### config.mk
export PLATFORM = sky130hd
export DESIGN_NAME = lptr_dir_entry
export DESIGN_NICKNAME = d
export VERILOG_FILES = /design/src/rtl/dlp_pkg.sv /design/src/rtl/dlp_ptr_scan.sv /design/src/rtl/dlp_cluster_map.sv /design/src/rtl/lptr_dir_entry.sv
export SDC_FILE = /design/constraint.sdc
export NUM_CORES = 1
export LEC_CHECK = 0
export BUFFER_PORTS_ARGS = -buffer_cell sky130_fd_sc_hd__buf_4
export CORE_ASPECT_RATIO = 0.8
export CORE_UTILIZATION = 45
export DETAILED_ROUTE_END_ITERATION = 12
export PLACE_DENSITY_LB_ADDON = 0.25
export SYNTH_ARGS = -nofsm -noshare
export SYNTH_HDL_FRONTEND = slang
export SYNTH_SLANG_ARGS = --single-unit
### constraint.sdc
create_clock -name clk -period 2.6 [get_ports clk]
set_input_delay 0.52 -clock clk [delete_from_list [all_inputs] [get_ports clk]]
set_output_delay 0.52 -clock clk [all_outputs]
set_load 0.02 [all_outputs]
### src/rtl/dlp_pkg.sv
package dlp_pkg;
  typedef enum logic [1:0] {
    OP_NONE  = 2'd0,
    OP_ADD   = 2'd1,
    OP_REM   = 2'd2,
    OP_WRITE = 2'd3
  } dlp_op_e;

  typedef enum logic [1:0] {
    MODE_PTR    = 2'd0,
    MODE_BCAST  = 2'd1,
    MODE_COARSE = 2'd2
  } dlp_mode_e;

  localparam logic [1:0] POL_BCAST   = 2'd0;
  localparam logic [1:0] POL_REPLACE = 2'd1;
  localparam logic [1:0] POL_COARSE  = 2'd2;
endpackage

### src/rtl/dlp_ptr_scan.sv
// Compares a node id against every pointer slot, finds the lowest free
// slot and expands the valid pointers into a node mask.
module dlp_ptr_scan #(
  parameter int NODES = 16,
  parameter int PTRS  = 3,
  localparam int ID_W  = $clog2(NODES),
  localparam int IDX_W = (PTRS > 1) ? $clog2(PTRS) : 1
) (
  input  logic [PTRS-1:0][ID_W-1:0] ptr_id,
  input  logic [PTRS-1:0]           ptr_vld,
  input  logic [ID_W-1:0]           node,
  output logic [PTRS-1:0]           hit_vec,
  output logic                      free_any,
  output logic [IDX_W-1:0]          free_idx,
  output logic [NODES-1:0]          ptr_mask
);
  for (genvar s = 0; s < PTRS; s++) begin : g_slot
    assign hit_vec[s] = ptr_vld[s] && (ptr_id[s] == node);
  end

  assign free_any = ~&ptr_vld;

  always_comb begin
    free_idx = '0;
    for (int i = PTRS - 1; i >= 0; i--) begin
      if (!ptr_vld[i]) free_idx = IDX_W'(i);
    end
  end

  always_comb begin
    ptr_mask = '0;
    for (int i = 0; i < PTRS; i++) begin
      if (ptr_vld[i]) ptr_mask = ptr_mask | (NODES'(1) << ptr_id[i]);
    end
  end
endmodule

### src/rtl/dlp_cluster_map.sv
// Folds a node mask into a cluster vector and expands a cluster vector
// back into the nodes it covers.
module dlp_cluster_map #(
  parameter int NODES   = 16,
  parameter int CLUSTER = 4,
  localparam int NCLUS  = NODES / CLUSTER
) (
  input  logic [NCLUS-1:0] clus_vec,
  input  logic [NODES-1:0] in_mask,
  output logic [NODES-1:0] exp_mask,
  output logic [NCLUS-1:0] fold_vec
);
  for (genvar c = 0; c < NCLUS; c++) begin : g_clus
    assign exp_mask[c*CLUSTER +: CLUSTER] = {CLUSTER{clus_vec[c]}};
    assign fold_vec[c] = |in_mask[c*CLUSTER +: CLUSTER];
  end
endmodule

### src/rtl/lptr_dir_entry.sv
module lptr_dir_entry
  import dlp_pkg::*;
#(
  parameter int NODES   = 16,
  parameter int PTRS    = 3,
  parameter int CLUSTER = 4,
  localparam int ID_W   = $clog2(NODES),
  localparam int IDX_W  = (PTRS > 1) ? $clog2(PTRS) : 1,
  localparam int NCLUS  = NODES / CLUSTER
) (
  input  logic             clk,
  input  logic             rst_n,
  input  logic [1:0]       ovf_policy,
  input  logic [1:0]       cmd_op,
  input  logic [ID_W-1:0]  cmd_node,
  output logic [NODES-1:0] sharer_mask,
  output logic             inv_valid,
  output logic             inv_all,
  output logic [NODES-1:0] inv_mask
);
  // entry state
  logic [PTRS-1:0][ID_W-1:0] ptr_id_q,  ptr_id_d;
  logic [PTRS-1:0]           ptr_vld_q, ptr_vld_d;
  dlp_mode_e                 mode_q,    mode_d;
  logic [NCLUS-1:0]          clus_q,    clus_d;
  logic [IDX_W-1:0]          rr_q,      rr_d;
  // invalidation outputs
  logic                      inv_valid_q, inv_valid_d;
  logic                      inv_all_q,   inv_all_d;
  logic [NODES-1:0]          inv_mask_q,  inv_mask_d;

  logic [PTRS-1:0]  hit_vec;
  logic             free_any;
  logic [IDX_W-1:0] free_idx;
  logic [NODES-1:0] ptr_mask, exp_mask, node_oh, cur_mask;
  logic [NCLUS-1:0] fold_vec;
  logic             st_en;
  dlp_op_e          op;

  assign op      = dlp_op_e'(cmd_op);
  assign node_oh = NODES'(1) << cmd_node;
  assign st_en   = (op != OP_NONE);

  dlp_ptr_scan #(.NODES(NODES), .PTRS(PTRS)) u_scan (
    .ptr_id   (ptr_id_q),
    .ptr_vld  (ptr_vld_q),
    .node     (cmd_node),
    .hit_vec  (hit_vec),
    .free_any (free_any),
    .free_idx (free_idx),
    .ptr_mask (ptr_mask)
  );

  // pointers are cleared outside pointer mode, so the fold carries only
  // the new node's cluster there
  dlp_cluster_map #(.NODES(NODES), .CLUSTER(CLUSTER)) u_clus (
    .clus_vec (clus_q),
    .in_mask  (ptr_mask | node_oh),
    .exp_mask (exp_mask),
    .fold_vec (fold_vec)
  );

  always_comb begin
    case (mode_q)
      MODE_BCAST:  cur_mask = '1;
      MODE_COARSE: cur_mask = exp_mask;
      default:     cur_mask = ptr_mask;
    endcase
  end

  // next-state process
  always_comb begin
    ptr_id_d    = ptr_id_q;
    ptr_vld_d   = ptr_vld_q;
    mode_d      = mode_q;
    clus_d      = clus_q;
    rr_d        = rr_q;
    inv_valid_d = 1'b0;
    inv_all_d   = 1'b0;
    inv_mask_d  = '0;
    case (op)
      OP_ADD: begin
        if (mode_q == MODE_COARSE) begin
          clus_d = clus_q | fold_vec;
        end else if (mode_q == MODE_PTR && !(|hit_vec)) begin
          if (free_any) begin
            ptr_id_d[free_idx]  = cmd_node;
            ptr_vld_d[free_idx] = 1'b1;
          end else if (ovf_policy == POL_REPLACE) begin
            inv_valid_d      = 1'b1;
            inv_mask_d       = NODES'(1) << ptr_id_q[rr_q];
            ptr_id_d[rr_q]   = cmd_node;
            rr_d             = (rr_q == IDX_W'(PTRS - 1)) ? '0 : rr_q + 1'b1;
          end else if (ovf_policy == POL_COARSE) begin
            mode_d    = MODE_COARSE;
            clus_d    = fold_vec;
            ptr_vld_d = '0;
          end else begin
            mode_d    = MODE_BCAST;
            ptr_vld_d = '0;
          end
        end
      end
      OP_REM: begin
        if (mode_q == MODE_PTR) ptr_vld_d = ptr_vld_q & ~hit_vec;
      end
      OP_WRITE: begin
        inv_valid_d = 1'b1;
        inv_all_d   = (mode_q == MODE_BCAST);
        inv_mask_d  = cur_mask & ~node_oh;
        mode_d      = MODE_PTR;
        clus_d      = '0;
        rr_d        = '0;
        ptr_vld_d   = PTRS'(1);
        ptr_id_d[0] = cmd_node;
      end
      default: ;
    endcase
  end

  // register process: entry state, clock-enabled by a command
  always_ff @(posedge clk or negedge rst_n) begin
    if (!rst_n) begin
      ptr_id_q  <= '0;
      ptr_vld_q <= '0;
      mode_q    <= MODE_PTR;
      clus_q    <= '0;
      rr_q      <= '0;
    end else if (st_en) begin
      ptr_id_q  <= ptr_id_d;
      ptr_vld_q <= ptr_vld_d;
      mode_q    <= mode_d;
      clus_q    <= clus_d;
      rr_q      <= rr_d;
    end
  end

  // register process: invalidation outputs, updated every cycle
  always_ff @(posedge clk or negedge rst_n) begin
    if (!rst_n) begin
      inv_valid_q <= 1'b0;
      inv_all_q   <= 1'b0;
      inv_mask_q  <= '0;
    end else begin
      inv_valid_q <= inv_valid_d;
      inv_all_q   <= inv_all_d;
      inv_mask_q  <= inv_mask_d;
    end
  end

  assign sharer_mask = cur_mask;
  assign inv_valid   = inv_valid_q;
  assign inv_all     = inv_all_q;
  assign inv_mask    = inv_mask_q;


  add_covers_node_chk: assert property (@(posedge clk) disable iff (!rst_n)
    (cmd_op == 2'd1) |=> sharer_mask[$past(cmd_node)]);


  wr_leaves_writer_chk: assert property (@(posedge clk) disable iff (!rst_n)
    (cmd_op == 2'd3) |=> (sharer_mask == (NODES'(1) << $past(cmd_node))));


  wr_spares_writer_chk: assert property (@(posedge clk) disable iff (!rst_n)
    (cmd_op == 2'd3) |=> (inv_valid && !inv_mask[$past(cmd_node)]));


  replace_single_victim_chk: assert property (@(posedge clk) disable iff (!rst_n)
    (inv_valid && ($past(cmd_op) != 2'd3)) |-> ($countones(inv_mask) == 1));


  all_needs_valid_chk: assert property (@(posedge clk) disable iff (!rst_n)
    inv_all |-> inv_valid);


  quiet_after_idle_chk: assert property (@(posedge clk) disable iff (!rst_n)
    (cmd_op == 2'd0) |=> !inv_valid);
endmodule

==> results of run 1 <==
power groups by stage:
stage	registers, W	clock network [W]	logic (W)
CTS	0.00114	0.000559	0.00246
finish	0.00116	0.000551	0.00251
global route	0.00119	0.000582	0.00271
floorplan	0.00101	0	0.00165
detailed placement	0.00115	0	0.00245
global placement	0.00115	0	0.00243
cells in the final DEF, fill, tap and decap left out, drive strengths merged, types with 3 or more instances in the layout:
cell type	count
a2bb2o	6
xor2	12
o211ai	6
a222oi	4
buf	60
and3	5
a31oi	11
ha	3
mux2i	4
nor2b	16
mux2	13
o2bb2ai	3
dfrtp	41
clkbuf	7
a22o	4
nand4	8
nand2	36
nand3	7
o21a	8
o21bai	3
o22ai	8
nand2b	11
a21oi	16
inv	9
and2	4
nor4	4
a22oi	5
a21boi	7
nor4b	3
nor3b	5
nor3	7
nand3b	6
o21ai	19
nor2	18
worst max-delay path: cells and delay by family, from the launching register on:
family,cells,cell delay [ns]
AOI/OAI and AO/OA,1,0.34
adders and majority gates,1,0.26
and+or+nand+nor,2,0.33
DFF,1,0.39
buffers and inverters,2,0.34
worst paths after layout:
check                           depth (start not counted)  slack [ns]               to   startpoint
worst max-delay path                                    6        0.12  sharer_mask[14]    mode_q[1]
min in group clk                                        1        0.51        clus_q[0]    clus_q[0]
worst min-delay path                                    1        0.19          inv_all        rst_n
worst max register to register                          5        0.32      ptr_id_q[0]  ptr_id_q[5]
max in group asynchronous                               1        1.99      ptr_id_q[8]        rst_n
worst min register to register                          1        0.51        clus_q[0]    clus_q[0]
cells in the mapped netlist, types with 2 or more instances:
cell type                    n
sky130_fd_sc_hd__dfrtp_1    41
sky130_fd_sc_hd__nand2_1    36
sky130_fd_sc_hd__clkbuf_1   22
sky130_fd_sc_hd__o21ai_0    19
sky130_fd_sc_hd__nor2_1     18
sky130_fd_sc_hd__a21oi_1    16
sky130_fd_sc_hd__nor2b_1    16
sky130_fd_sc_hd__mux2_2     13
sky130_fd_sc_hd__xor2_1     12
sky130_fd_sc_hd__a31oi_1    11
sky130_fd_sc_hd__nand2b_1   11
sky130_fd_sc_hd__inv_1       9
sky130_fd_sc_hd__nand4_1     8
sky130_fd_sc_hd__o21a_1      8
sky130_fd_sc_hd__o22ai_1     8
sky130_fd_sc_hd__nand3_1     7
sky130_fd_sc_hd__nor3_1      7
sky130_fd_sc_hd__a21boi_0    6
sky130_fd_sc_hd__a2bb2o_1    6
sky130_fd_sc_hd__nand3b_1    6
sky130_fd_sc_hd__o211ai_1    6
sky130_fd_sc_hd__a22oi_1     5
sky130_fd_sc_hd__and3_1      5
sky130_fd_sc_hd__nor3b_1     5
sky130_fd_sc_hd__a222oi_1    4
sky130_fd_sc_hd__a22o_1      4
sky130_fd_sc_hd__and2_1      4
sky130_fd_sc_hd__buf_2       4
sky130_fd_sc_hd__mux2i_1     4
sky130_fd_sc_hd__nor4_1      4
sky130_fd_sc_hd__ha_1        3
sky130_fd_sc_hd__nor4b_1     3
sky130_fd_sc_hd__o21bai_1    3
sky130_fd_sc_hd__o2bb2ai_1   3
sky130_fd_sc_hd__a211o_1     2
sky130_fd_sc_hd__a21o_1      2
sky130_fd_sc_hd__a32oi_1     2
sky130_fd_sc_hd__nand4b_1    2
sky130_fd_sc_hd__o41a_1      2
sky130_fd_sc_hd__or4_1       2
per-layer routing:
metal / track usage [%] / vias to the layer above / share of wire (%)
met3: 6.59 / 30 / 10
li1: - / 1417 / -
met2: 42.3 / 189 / 43
met5: 0 / - / 0
met1: 42.1 / 1499 / 45
met4: 9.40 / 0 / 1.9
cells by family (layout without fill, tap and decap cells):
kind of cell             count (synthesis)  count (layout)  synth area share [%]
flip-flops                              41              41                  33.9
adder cells (fa/ha/maj)                  3               3                  1.24
AND/OR/NAND/NOR                        138             138                  24.9
multiplexers                            17              17                  6.16
AO/OA/AOI/OAI                          112             112                  25.8
XOR/XNOR                                12              12                  3.48
buffers and inverters                   35              77                  4.51
what timing repair did:
item / in CTS / in global routing
endpoints found under the setup margin: 0 / 11
resized for setup: 0 / 7
endpoints found under the hold margin: 0 / 0
setup buffers: 0 / 0
area by class of cell:
class / count / area, um^2
sequential: 41 / 1030
tap: 84 / 105
clock inverter: 1 / 30.0
inverter: 9 / 33.8
clock buffer: 7 / 86.3
fill: 594 / 2830
multi-input combinational: 282 / 1880
timing repair buffer: 60 / 450
flip-flops by register name (all words and copies together), names as in the netlist:
| signal | count |
|---|---|
| clus_q | 4 |
| mode_q | 2 |
| rr_q | 2 |
| ptr_vld_q | 3 |
| inv_all | 1 |
| inv_mask | 16 |
| ptr_id_q | 12 |
| inv_valid | 1 |
metrics by stage:
| step | instance area [um^2] | total power (W) |
|---|---|---|
| 6_report | 3610 | 0.00423 |
| 5_1_grt | 3610 | 0.00448 |
| 4_1_cts | 3590 | 0.00416 |
| 3_5_place_dp | 3480 | 0.00361 |
| 3_3_place_gp | 3480 | 0.00358 |
| 2_1_floorplan | 3020 | 0.00266 |
==> out/qor_table.md, run 1 <==
| Step | Parameter | Value |
|---|---|---|
| clocking | Worst-path clk slew | 0.08 ns |
| clocking | Sinks on the clock net | 41 |
| sta | Worst clock skew | 0.00676 ns |
| critical path | Longest individual stage delay on the worst path | 0.39 ns |
| flow run | Count of maximum capacitance violations | 0 |
| grt | Number of antenna violations at the first check in global routing | 0 |
| clocking | TritonCTS clock tree | built |
| sta | Minimum clock period | 2.48 ns |
| critical path | Critical path peak fanout | 4 |
| critical path | Crit start category | flip-flop |
| pwr | Net switching power of the design | 0.00203 W |
| grt | Global-route wire length before repair | 15400 um |
| route | DRC violation count after routing | 0 |
| pwr | Clock share of power | 13.0% |
| sta | Hold Worst Slack | 0.188 ns |
| route | Residual antenna-violating net count after detailed routing | 0 |
| logic synthesis | Post-Synthesis Mean Instance Area | 8.45 um^2 |
| clocking | Number of hold-repair buffers added at the cts stage | 0 |
| pwr | Combinational Power Share | 59.5% |
| logic synthesis | Count of synthesis-stage warnings from yosys | 0 |
| logic synthesis | Share of the yosys chip area belonging to registers | 33.9% |
| logic synthesis | Instance count of the mapped netlist | 358 |
| route | Vias | 3135 |
| placement | PortBufs | 43 |
| logic synthesis | Count of cell types in the netlist | 49 |
| placement | Routability-driven placement congestion ratio | 0.998 |
| cells and area | Core utilization of the finished layout | 56.1% |
| placement | Place WS | 0.190 ns |
| logic synthesis | Most used flip-flop cell after synthesis | sky130_fd_sc_hd__dfrtp_1 |
| critical path | Endpoint class of the critical path | primary output |
| pwr | Peak VDD IR | 0.486 mV |
| sta | Fmax | 0.404 GHz |
| critical path | Required time at the endpoint of the critical path | 2.08 ns |
| sta | Final hold violations | 0 |
| logic synthesis | Cell taking the most area after synthesis | sky130_fd_sc_hd__dfrtp_1 |
| cells and area | Share of final-layout standard cells stronger than drive strength 1 | 22.3% |
| clocking | Clock network latency to the later pin of the worst-skew pair | 0.30 ns |
| logic synthesis | Synth async-reset ratio | 100% |
| grt | Pin count of the biggest net entering global routing | 42 |
| floorplan | Chip Width | 93.7 um |
| cells and area | Fin cells | 484 |
| sta | Final period utilization | 95.3% |
| grt | Tot GR Track Use | 28.8% |
| floorplan | Die extent in y | 75.3 um |
| sta | Count of final max-slew check failures | 0 |
| sta | Final WS setup | 0.123 ns |
| pwr | Leak pwr | 1.59 nW |
| logic synthesis | Post-synth EDFFs | 0 |
| route | Detailed-route wire length | 9690 um |
| pwr | Int Pwr | 0.00220 W |
| sta | # setup viols final | 0 |
| route | Number of DRC markers after the initial detailed-route iteration | 401 |
| critical path | Data arrival time of the critical path | 1.96 ns |
| floorplan | Initial standard-cell utilization of the core | 47.0% |
| critical path | Critical Path, Cell by Cell | inv_1 > ha_1 > nor2b_2 > nand2_1 > a21boi_0 > buf_4 |
| logic synthesis | Area of the mapped netlist | 3020 um^2 |
| cells and area | Number of diodes | 0 |
| sta | Setup repair after global routing missed its margin | false |
| route | First-pass iteration count of the detailed router | 6 |
| logic synthesis | Net count after synthesis | 371 |
| cells and area | Area overhead of the layout relative to synthesis | 19.4% |
| status | Run status | completed |
| clocking | Bufs on Longest Clock Path | 2 |
| sta | Measured slew at the worst slew-check pin | 0.568 ns |
| sta | Worst max-slew margin expressed relative to the limit | 62.1% |
| critical path | Start-to-end type of the worst setup path | flip-flop to primary output |
| logic synthesis | Area share of the leading cell type in the synthesized netlist | 33.9% |
| hold path | Min-Delay Path Class | primary input to async pin |
| pwr | Pwr per Cell Area | 1170 nW/um^2 |
| clocking | Root Buffer | sky130_fd_sc_hd__clkbuf_8 |
| cells and area | Number of nets in the layout | 412 |
| pwr | Switching fraction of total power | 48.0% |
| floorplan | Std-Cell Rows | 26 |
| clocking | CTS H-tree lvls | 2 |
| critical path | Standard cell with the maximum stage delay on the critical path | sky130_fd_sc_hd__dfrtp_1 |
| floorplan | Top-Level Pins | 44 |
| floorplan | Overall die area | 7050 um^2 |
| pwr | Portion of total power attributed to sequential cells | 27.5% |
| sta | Summed negative setup slack over all endpoints | 0 ns |
| placement | Placed cells | 476 |
| grt | Via count of the first global-routing pass | 2925 |
| route | Routed length per instance | 20.0 um |
| logic synthesis | Cell types with the largest area share after synthesis | sky130_fd_sc_hd__dfrtp_1 34%, sky130_fd_sc_hd__mux2_2 4.8%, sky130_fd_sc_hd__nand2_1 4.5% |
| placement | Half-perimeter wire length after detailed placement | 7230 um |
| floorplan | Core area | 6440 um^2 |
| route | Post-detailed-route via-to-cell ratio | 6.48 |
| clocking | Number of buffers added by the clock tree synthesis step | 5 |
| logic synthesis | Register bit count reported by yosys | 41 |
| grt | Total overflow reported by the global router | 0 |
No activity file was read; power rests on OpenSTA's default activity.
==> run 2, diff against run 1 <==
- BUFFER_PORTS_ARGS: -buffer_cell sky130_fd_sc_hd__buf_4 -> -buffer_cell sky130_fd_sc_hd__buf_2
- CORE_MARGIN: not set -> 4
- CORE_UTILIZATION: 45 -> 44
==> out/qor_table.md, run 2 (synthesis results as in run 1) <==
| Step | Parameter | Value |
|---|---|---|
| status | Run status | completed |
| grt | Number of antenna violations at the first check in global routing | 0 |
| critical path | Start-to-end type of the worst setup path | flip-flop to primary output |
| cells and area | Number of fill cells | 628 |
| critical path | Worst flop-to-flop path endpoint | ptr_id_q[9] |
| sta | Worst max-slew margin expressed relative to the limit | 36.3% |
| grt | Tot GR Track Use | 23.4% |
| cells and area | Max FFs per register | 16 |
| cells and area | Share of final-layout standard cells stronger than drive strength 1 | 23.0% |
| cells and area | Most used cells in the layout excluding fill and tap cells | 43 x sky130_fd_sc_hd__buf_2, 37 x sky130_fd_sc_hd__dfrtp_1, 36 x sky130_fd_sc_hd__nand2_1, 18 x sky130_fd_sc_hd__nor2_1, 18 x sky130_fd_sc_hd__buf_4 |
| critical path | Required time at the endpoint of the critical path | 2.08 ns |
| cells and area | Number of nets in the layout | 413 |
| critical path | Crit start category | flip-flop |
| sta | Fmax | 0.405 GHz |
| route | DRC violation count after routing | 0 |
| route | Number of DRC markers after the initial detailed-route iteration | 332 |
| route | Detailed-route wire length | 9400 um |
| pwr | Leak pwr | 1.58 nW |
| clocking | Number of buffers added by the clock tree synthesis step | 5 |
| critical path | Critical path peak fanout | 14 |
| route | First-pass iteration count of the detailed router | 8 |
| critical path | Endpoint class of the critical path | primary output |
| sta | Worst clock skew | 0.00310 ns |
| route | Vias | 3061 |
| clocking | Sinks on the clock net | 41 |
| cells and area | Most common library cell in the layout ignoring fill and taps | sky130_fd_sc_hd__buf_2 |
| floorplan | Core area | 6540 um^2 |
| critical path | R2R Path Start | ptr_id_q[4] |
| route | Post-detailed-route via-to-cell ratio | 6.32 |
| clocking | Worst-path clk slew | 0.08 ns |
| hold path | Min-Delay Path Class | primary input to async pin |
| flow run | Count of maximum capacitance violations | 0 |
| clocking | TritonCTS clock tree | built |
| critical path | Startpoint of the most critical setup path | mode_q[1] |
| sta | Measured slew at the worst slew-check pin | 0.955 ns |
| grt | Pin count of the biggest net entering global routing | 42 |
| placement | PortBufs | 43 |
| sta | Summed negative setup slack over all endpoints | 0 ns |
| sta | Count of final max-slew check failures | 0 |
| cells and area | Number of diodes | 0 |
| route | Residual antenna-violating net count after detailed routing | 0 |
| clocking | Number of hold-repair buffers added at the cts stage | 0 |
| placement | Half-perimeter wire length after detailed placement | 6990 um |
| sta | Minimum clock period | 2.47 ns |
| sta | Final hold violations | 0 |
| sta | # setup viols final | 0 |
| critical path | R2R Setup Slk | 0.27 ns |
| floorplan | Chip Width | 101 um |
| sta | Final period utilization | 95.1% |
| critical path | Data arrival time of the critical path | 1.95 ns |
| critical path | Count of cells along the worst register-to-register path | 6 |
| clocking | CTS H-tree lvls | 2 |
| floorplan | Initial standard-cell utilization of the core | 46.2% |
| floorplan | Die extent in y | 82.2 um |
| floorplan | Overall die area | 8270 um^2 |
| route | Routed length per instance | 19.4 um |
| clocking | Number of buffers added for setup after CTS | 0 |
| pwr | Peak VDD IR | 0.648 mV |
| cells and area | Area overhead of the layout relative to synthesis | 15.8% |
| floorplan | Top-Level Pins | 44 |
| sta | Setup repair after global routing missed its margin | false |
| grt | Global-route wire length before repair | 15100 um |
| placement | Routability-driven placement congestion ratio | 0.945 |
| clocking | Root Buffer | sky130_fd_sc_hd__clkbuf_8 |
| grt | Via count of the first global-routing pass | 2856 |
| critical path | Last element of the critical path | sharer_mask[0] |
| clocking | Bufs on Longest Clock Path | 2 |
| floorplan | Std-Cell Rows | 26 |
| pwr | Pwr per Cell Area | 1140 nW/um^2 |
| clocking | Clock network latency to the later pin of the worst-skew pair | 0.30 ns |
| grt | Total overflow reported by the global router | 0 |
| clocking | Post_cts resized | 0 |
| cells and area | Core utilization of the finished layout | 53.5% |
## run 2: cell count changes in the layout (fill, tap and decap cells not counted), moves of 2 or more
cell | before | now
sky130_fd_sc_hd__buf_4 | 60 | 18
sky130_fd_sc_hd__o21ai_0 | 19 | 17
sky130_fd_sc_hd__dfrtp_1 | 39 | 37
sky130_fd_sc_hd__o21ai_1 | 0 | 2
sky130_fd_sc_hd__buf_2 | 0 | 43
sky130_fd_sc_hd__dfrtp_2 | 2 | 4
## run 2: how the worst min path moves through the flow
stage	depth (start not counted)	end	start	slack, ns
6_report	1	ptr_vld_q[0]	rst_n	0.37
5_1_grt	1	ptr_vld_q[0]	rst_n	0.44
4_1_cts	1	ptr_vld_q[2]	rst_n	0.41
3_5_place_dp	1	clus_q[0]	clus_q[0]	0.51
3_3_place_gp	1	clus_q[3]	clus_q[3]	0.49
2_1_floorplan	0	clus_q[0]	rst_n	0.22
## run 2: layout make-up
| class | count | area (um^2) | share of cell area (%) |
|---|---|---|---|
| multi-input combinational | 282 | 1880 | 53.6 |
| sequential | 41 | 1030 | 29.4 |
| inverter | 9 | 33.8 | 0.965 |
| clock buffer | 5 | 68.8 | 1.97 |
| clock inverter | 2 | 35.0 | 1.00 |
| timing repair buffer | 61 | 350 | 10.0 |
| tap | 84 | 105 | 3.00 |
## run 2: worst max-delay path, cell delays in order, from the launching register on
cell and delay [ns]:
sky130_fd_sc_hd__dfrtp_1 0.37, sky130_fd_sc_hd__inv_1 0.09, sky130_fd_sc_hd__ha_1 0.30, sky130_fd_sc_hd__buf_4 0.20, sky130_fd_sc_hd__inv_1 0.14, sky130_fd_sc_hd__a21boi_0 0.31, sky130_fd_sc_hd__buf_2 0.23
## run 2: report_power, final
part | internal, W | switching (W) | leakage (nW)
clock network | 0.000279 | 0.000226 | 0.0540
logic | 0.000911 | 0.00138 | 0.988
registers | 0.000822 | 0.000385 | 0.535
## run 2: per-layer routing
layer,up-vias,GRT usage (%),wire [um]
met4,0,5.38,151
met3,26,5.29,960
met2,181,33.7,3990
met1,1446,35.4,4290
met5,-,0,0
li1,1408,-,-
## run 2: per-stage QoR
stage                     total power, W  instance area [um^2]  instances  worst slack, ns  hold slack [ns]
final                            0.00400                  3500        484            0.128            0.368
after global routing             0.00426                  3500        484           0.0399            0.437
after CTS                        0.00392                  3480        484          0.00837            0.409
after detailed placement         0.00341                  3380        477            0.150            0.509
after global placement           0.00340                  3380        477            0.262            0.494
after floorplan                  0.00266                  3020        358            0.179            0.224
==> run 3, diff against run 2 <==
- ABC_CLOCK_PERIOD_IN_PS: not set -> 2600
- CTS_BUF_LIST: not set -> sky130_fd_sc_hd__clkbuf_4 sky130_fd_sc_hd__clkbuf_8 sky130_fd_sc_hd__clkbuf_16
- PLACE_DENSITY_LB_ADDON: 0.25 -> not set
==> out/qor_table.md, run 3 (synthesis results as in run 1) <==
| Step | Parameter | Value |
|---|---|---|
| clocking | Post_cts resized | 0 |
| sta | Final period utilization | 96.9% |
| pwr | Leak pwr | 1.59 nW |
| pwr | Peak VDD IR | 0.458 mV |
| route | Residual antenna-violating net count after detailed routing | 0 |
| clocking | Worst-path clk slew | 0.08 ns |
| grt | GRT Max-Usage Layer | met1 |
| clocking | Root Buffer | sky130_fd_sc_hd__clkbuf_8 |
| cells and area | Number of nets in the layout | 415 |
| critical path | Required time at the endpoint of the critical path | 2.08 ns |
| grt | Pin count of the biggest net entering global routing | 42 |
| critical path | R2R Path Start | ptr_id_q[4] |
| pwr | Clock share of power | 12.7% |
| critical path | Startpoint of the most critical setup path | mode_q[0] |
| grt | Global-route wire length before repair | 15100 um |
| clocking | Sinks on the clock net | 41 |
| grt | M3 GR Usage | 5.21% |
| critical path | Crit start category | flip-flop |
| pwr | Combinational Power Share | 56.8% |
| clocking | Number of buffers added for setup after CTS | 0 |
| cells and area | Area of the multi-input gates | 1870 um^2 |
| cells and area | Core utilization of the finished layout | 53.7% |
| critical path | R2R Setup Slk | 0.26 ns |
| grt | Number of antenna violations at the first check in global routing | 0 |
| floorplan | Die extent in y | 82.2 um |
| route | DRC violation count after routing | 0 |
| status | Run status | completed |
| floorplan | Top-Level Pins | 44 |
| cells and area | Number of fill cells | 604 |
| clocking | Number of buffers added by the clock tree synthesis step | 5 |
| pwr | Switching fraction of total power | 49.6% |
| clocking | Clock network latency to the later pin of the worst-skew pair | 0.30 ns |
| critical path | Critical path peak fanout | 4 |
| cells and area | Post-route design area | 3510 um^2 |
| pwr | Net switching power of the design | 0.00199 W |
| placement | Half-perimeter wire length after detailed placement | 7040 um |
| flow run | Count of maximum capacitance violations | 0 |
| sta | Measured slew at the worst slew-check pin | 0.952 ns |
| floorplan | Chip Width | 101 um |
| cells and area | Area overhead of the layout relative to synthesis | 16.2% |
| sta | # setup viols final | 0 |
| critical path | Endpoint class of the critical path | primary output |
| critical path | Start-to-end type of the worst setup path | flip-flop to primary output |
| floorplan | Core area | 6540 um^2 |
| critical path | Data arrival time of the critical path | 2.00 ns |
| cells and area | Share of final-layout standard cells stronger than drive strength 1 | 23.1% |
| critical path | Count of cells along the worst register-to-register path | 6 |
| grt | Total overflow reported by the global router | 0 |
| sta | Fmax | 0.397 GHz |
| placement | Cell area after placement | 3390 um^2 |
| route | Number of DRC markers after the initial detailed-route iteration | 319 |
| sta | Minimum clock period | 2.52 ns |
| hold path | Min-Delay Path Class | primary input to async pin |
| cells and area | Most used cells in the layout excluding fill and tap cells | 43 x sky130_fd_sc_hd__buf_2, 37 x sky130_fd_sc_hd__dfrtp_1, 36 x sky130_fd_sc_hd__nand2_1, 20 x sky130_fd_sc_hd__buf_4 |
| sta | Summed negative setup slack over all endpoints | 0 ns |
| clocking | TritonCTS clock tree | built |
| route | First-pass iteration count of the detailed router | 6 |
| floorplan | Std-Cell Rows | 26 |
| cells and area | Max FFs per register | 16 |
| critical path | Worst flop-to-flop path endpoint | ptr_id_q[10] |
| placement | Routability-driven placement congestion ratio | 0.926 |
| grt | Tot GR Track Use | 23.5% |
| pwr | Pwr per Cell Area | 1140 nW/um^2 |
| cells and area | Most common library cell in the layout ignoring fill and taps | sky130_fd_sc_hd__buf_2 |
| cells and area | Number of diodes | 0 |
| clocking | CTS H-tree lvls | 2 |
| route | Post-detailed-route via-to-cell ratio | 6.21 |
| grt | Global routing met2 resource utilization | 33.9% |
| route | Detailed-route wire length | 9490 um |
| floorplan | Initial standard-cell utilization of the core | 46.2% |
| sta | Worst clock skew | 0.00444 ns |
| grt | Met1 track utilization from global routing | 35.9% |
| floorplan | Overall die area | 8270 um^2 |
| sta | Setup repair after global routing missed its margin | false |
| clocking | Number of hold-repair buffers added at the cts stage | 0 |
| pwr | Portion of total power attributed to sequential cells | 30.5% |
| sta | Final hold violations | 0 |
| route | Vias | 3016 |
| grt | Via count of the first global-routing pass | 2834 |
| sta | Worst max-slew margin expressed relative to the limit | 36.5% |
| placement | PortBufs | 43 |
| cells and area | Sequential cell area | 1030 um^2 |
| clocking | Bufs on Longest Clock Path | 2 |
| sta | Count of final max-slew check failures | 0 |
| route | Routed length per instance | 19.5 um |
| pwr | Int Pwr | 0.00202 W |
[run 3: power by group through the flow]
stage                     Combinational (W)  Sequential [W]  Clock, W
after global routing                0.00249         0.00125  0.000546
final                               0.00228         0.00122  0.000511
after detailed placement            0.00223         0.00119         0
after floorplan                     0.00165         0.00101         0
after CTS                           0.00225         0.00118  0.000526
after global placement              0.00223         0.00118         0
[run 3: final cells by class]
class                      instances  share of cell area [%]
sequential                        41                    29.3
timing repair buffer              63                    10.4
tap                               84                    2.99
inverter                           9                   0.962
clock buffer                       5                    1.96
multi-input combinational        282                    53.3
clock inverter                     2                   0.997
[run 3: layer usage]
layer / share of wire (%) / vias to the layer above
li1: - / 1419
met1: 49 / 1440
met2: 41 / 146
met3: 8.9 / 11
met4: 0.94 / 0
met5: 0 / -
[run 3: metrics by stage]
stage	std cells	power [W]	setup slack (ns)	hold WS [ns]
finish	486	0.00402	0.0801	0.373
CTS	486	0.00395	0.0295	0.407
floorplan	358	0.00266	0.179	0.224
detailed placement	479	0.00343	0.241	0.500
global route	486	0.00428	0.00543	0.450
global placement	479	0.00342	0.215	0.489
[run 3: how the worst max path moves through the flow]
stage,to,depth (start not counted)
4_1_cts,sharer_mask[1],4
3_5_place_dp,ptr_id_q[10],7
6_report,sharer_mask[6],7
2_1_floorplan,ptr_id_q[0],6
3_3_place_gp,ptr_id_q[4],7
5_1_grt,sharer_mask[15],6
[run 3: critical path: stages, from the launching register on]
cell	delay, ns
sky130_fd_sc_hd__dfrtp_1	0.39
sky130_fd_sc_hd__inv_1	0.12
sky130_fd_sc_hd__ha_1	0.26
sky130_fd_sc_hd__nor2b_2	0.20
sky130_fd_sc_hd__buf_4	0.14
sky130_fd_sc_hd__nand2_1	0.12
sky130_fd_sc_hd__a21boi_0	0.26
sky130_fd_sc_hd__buf_2	0.21
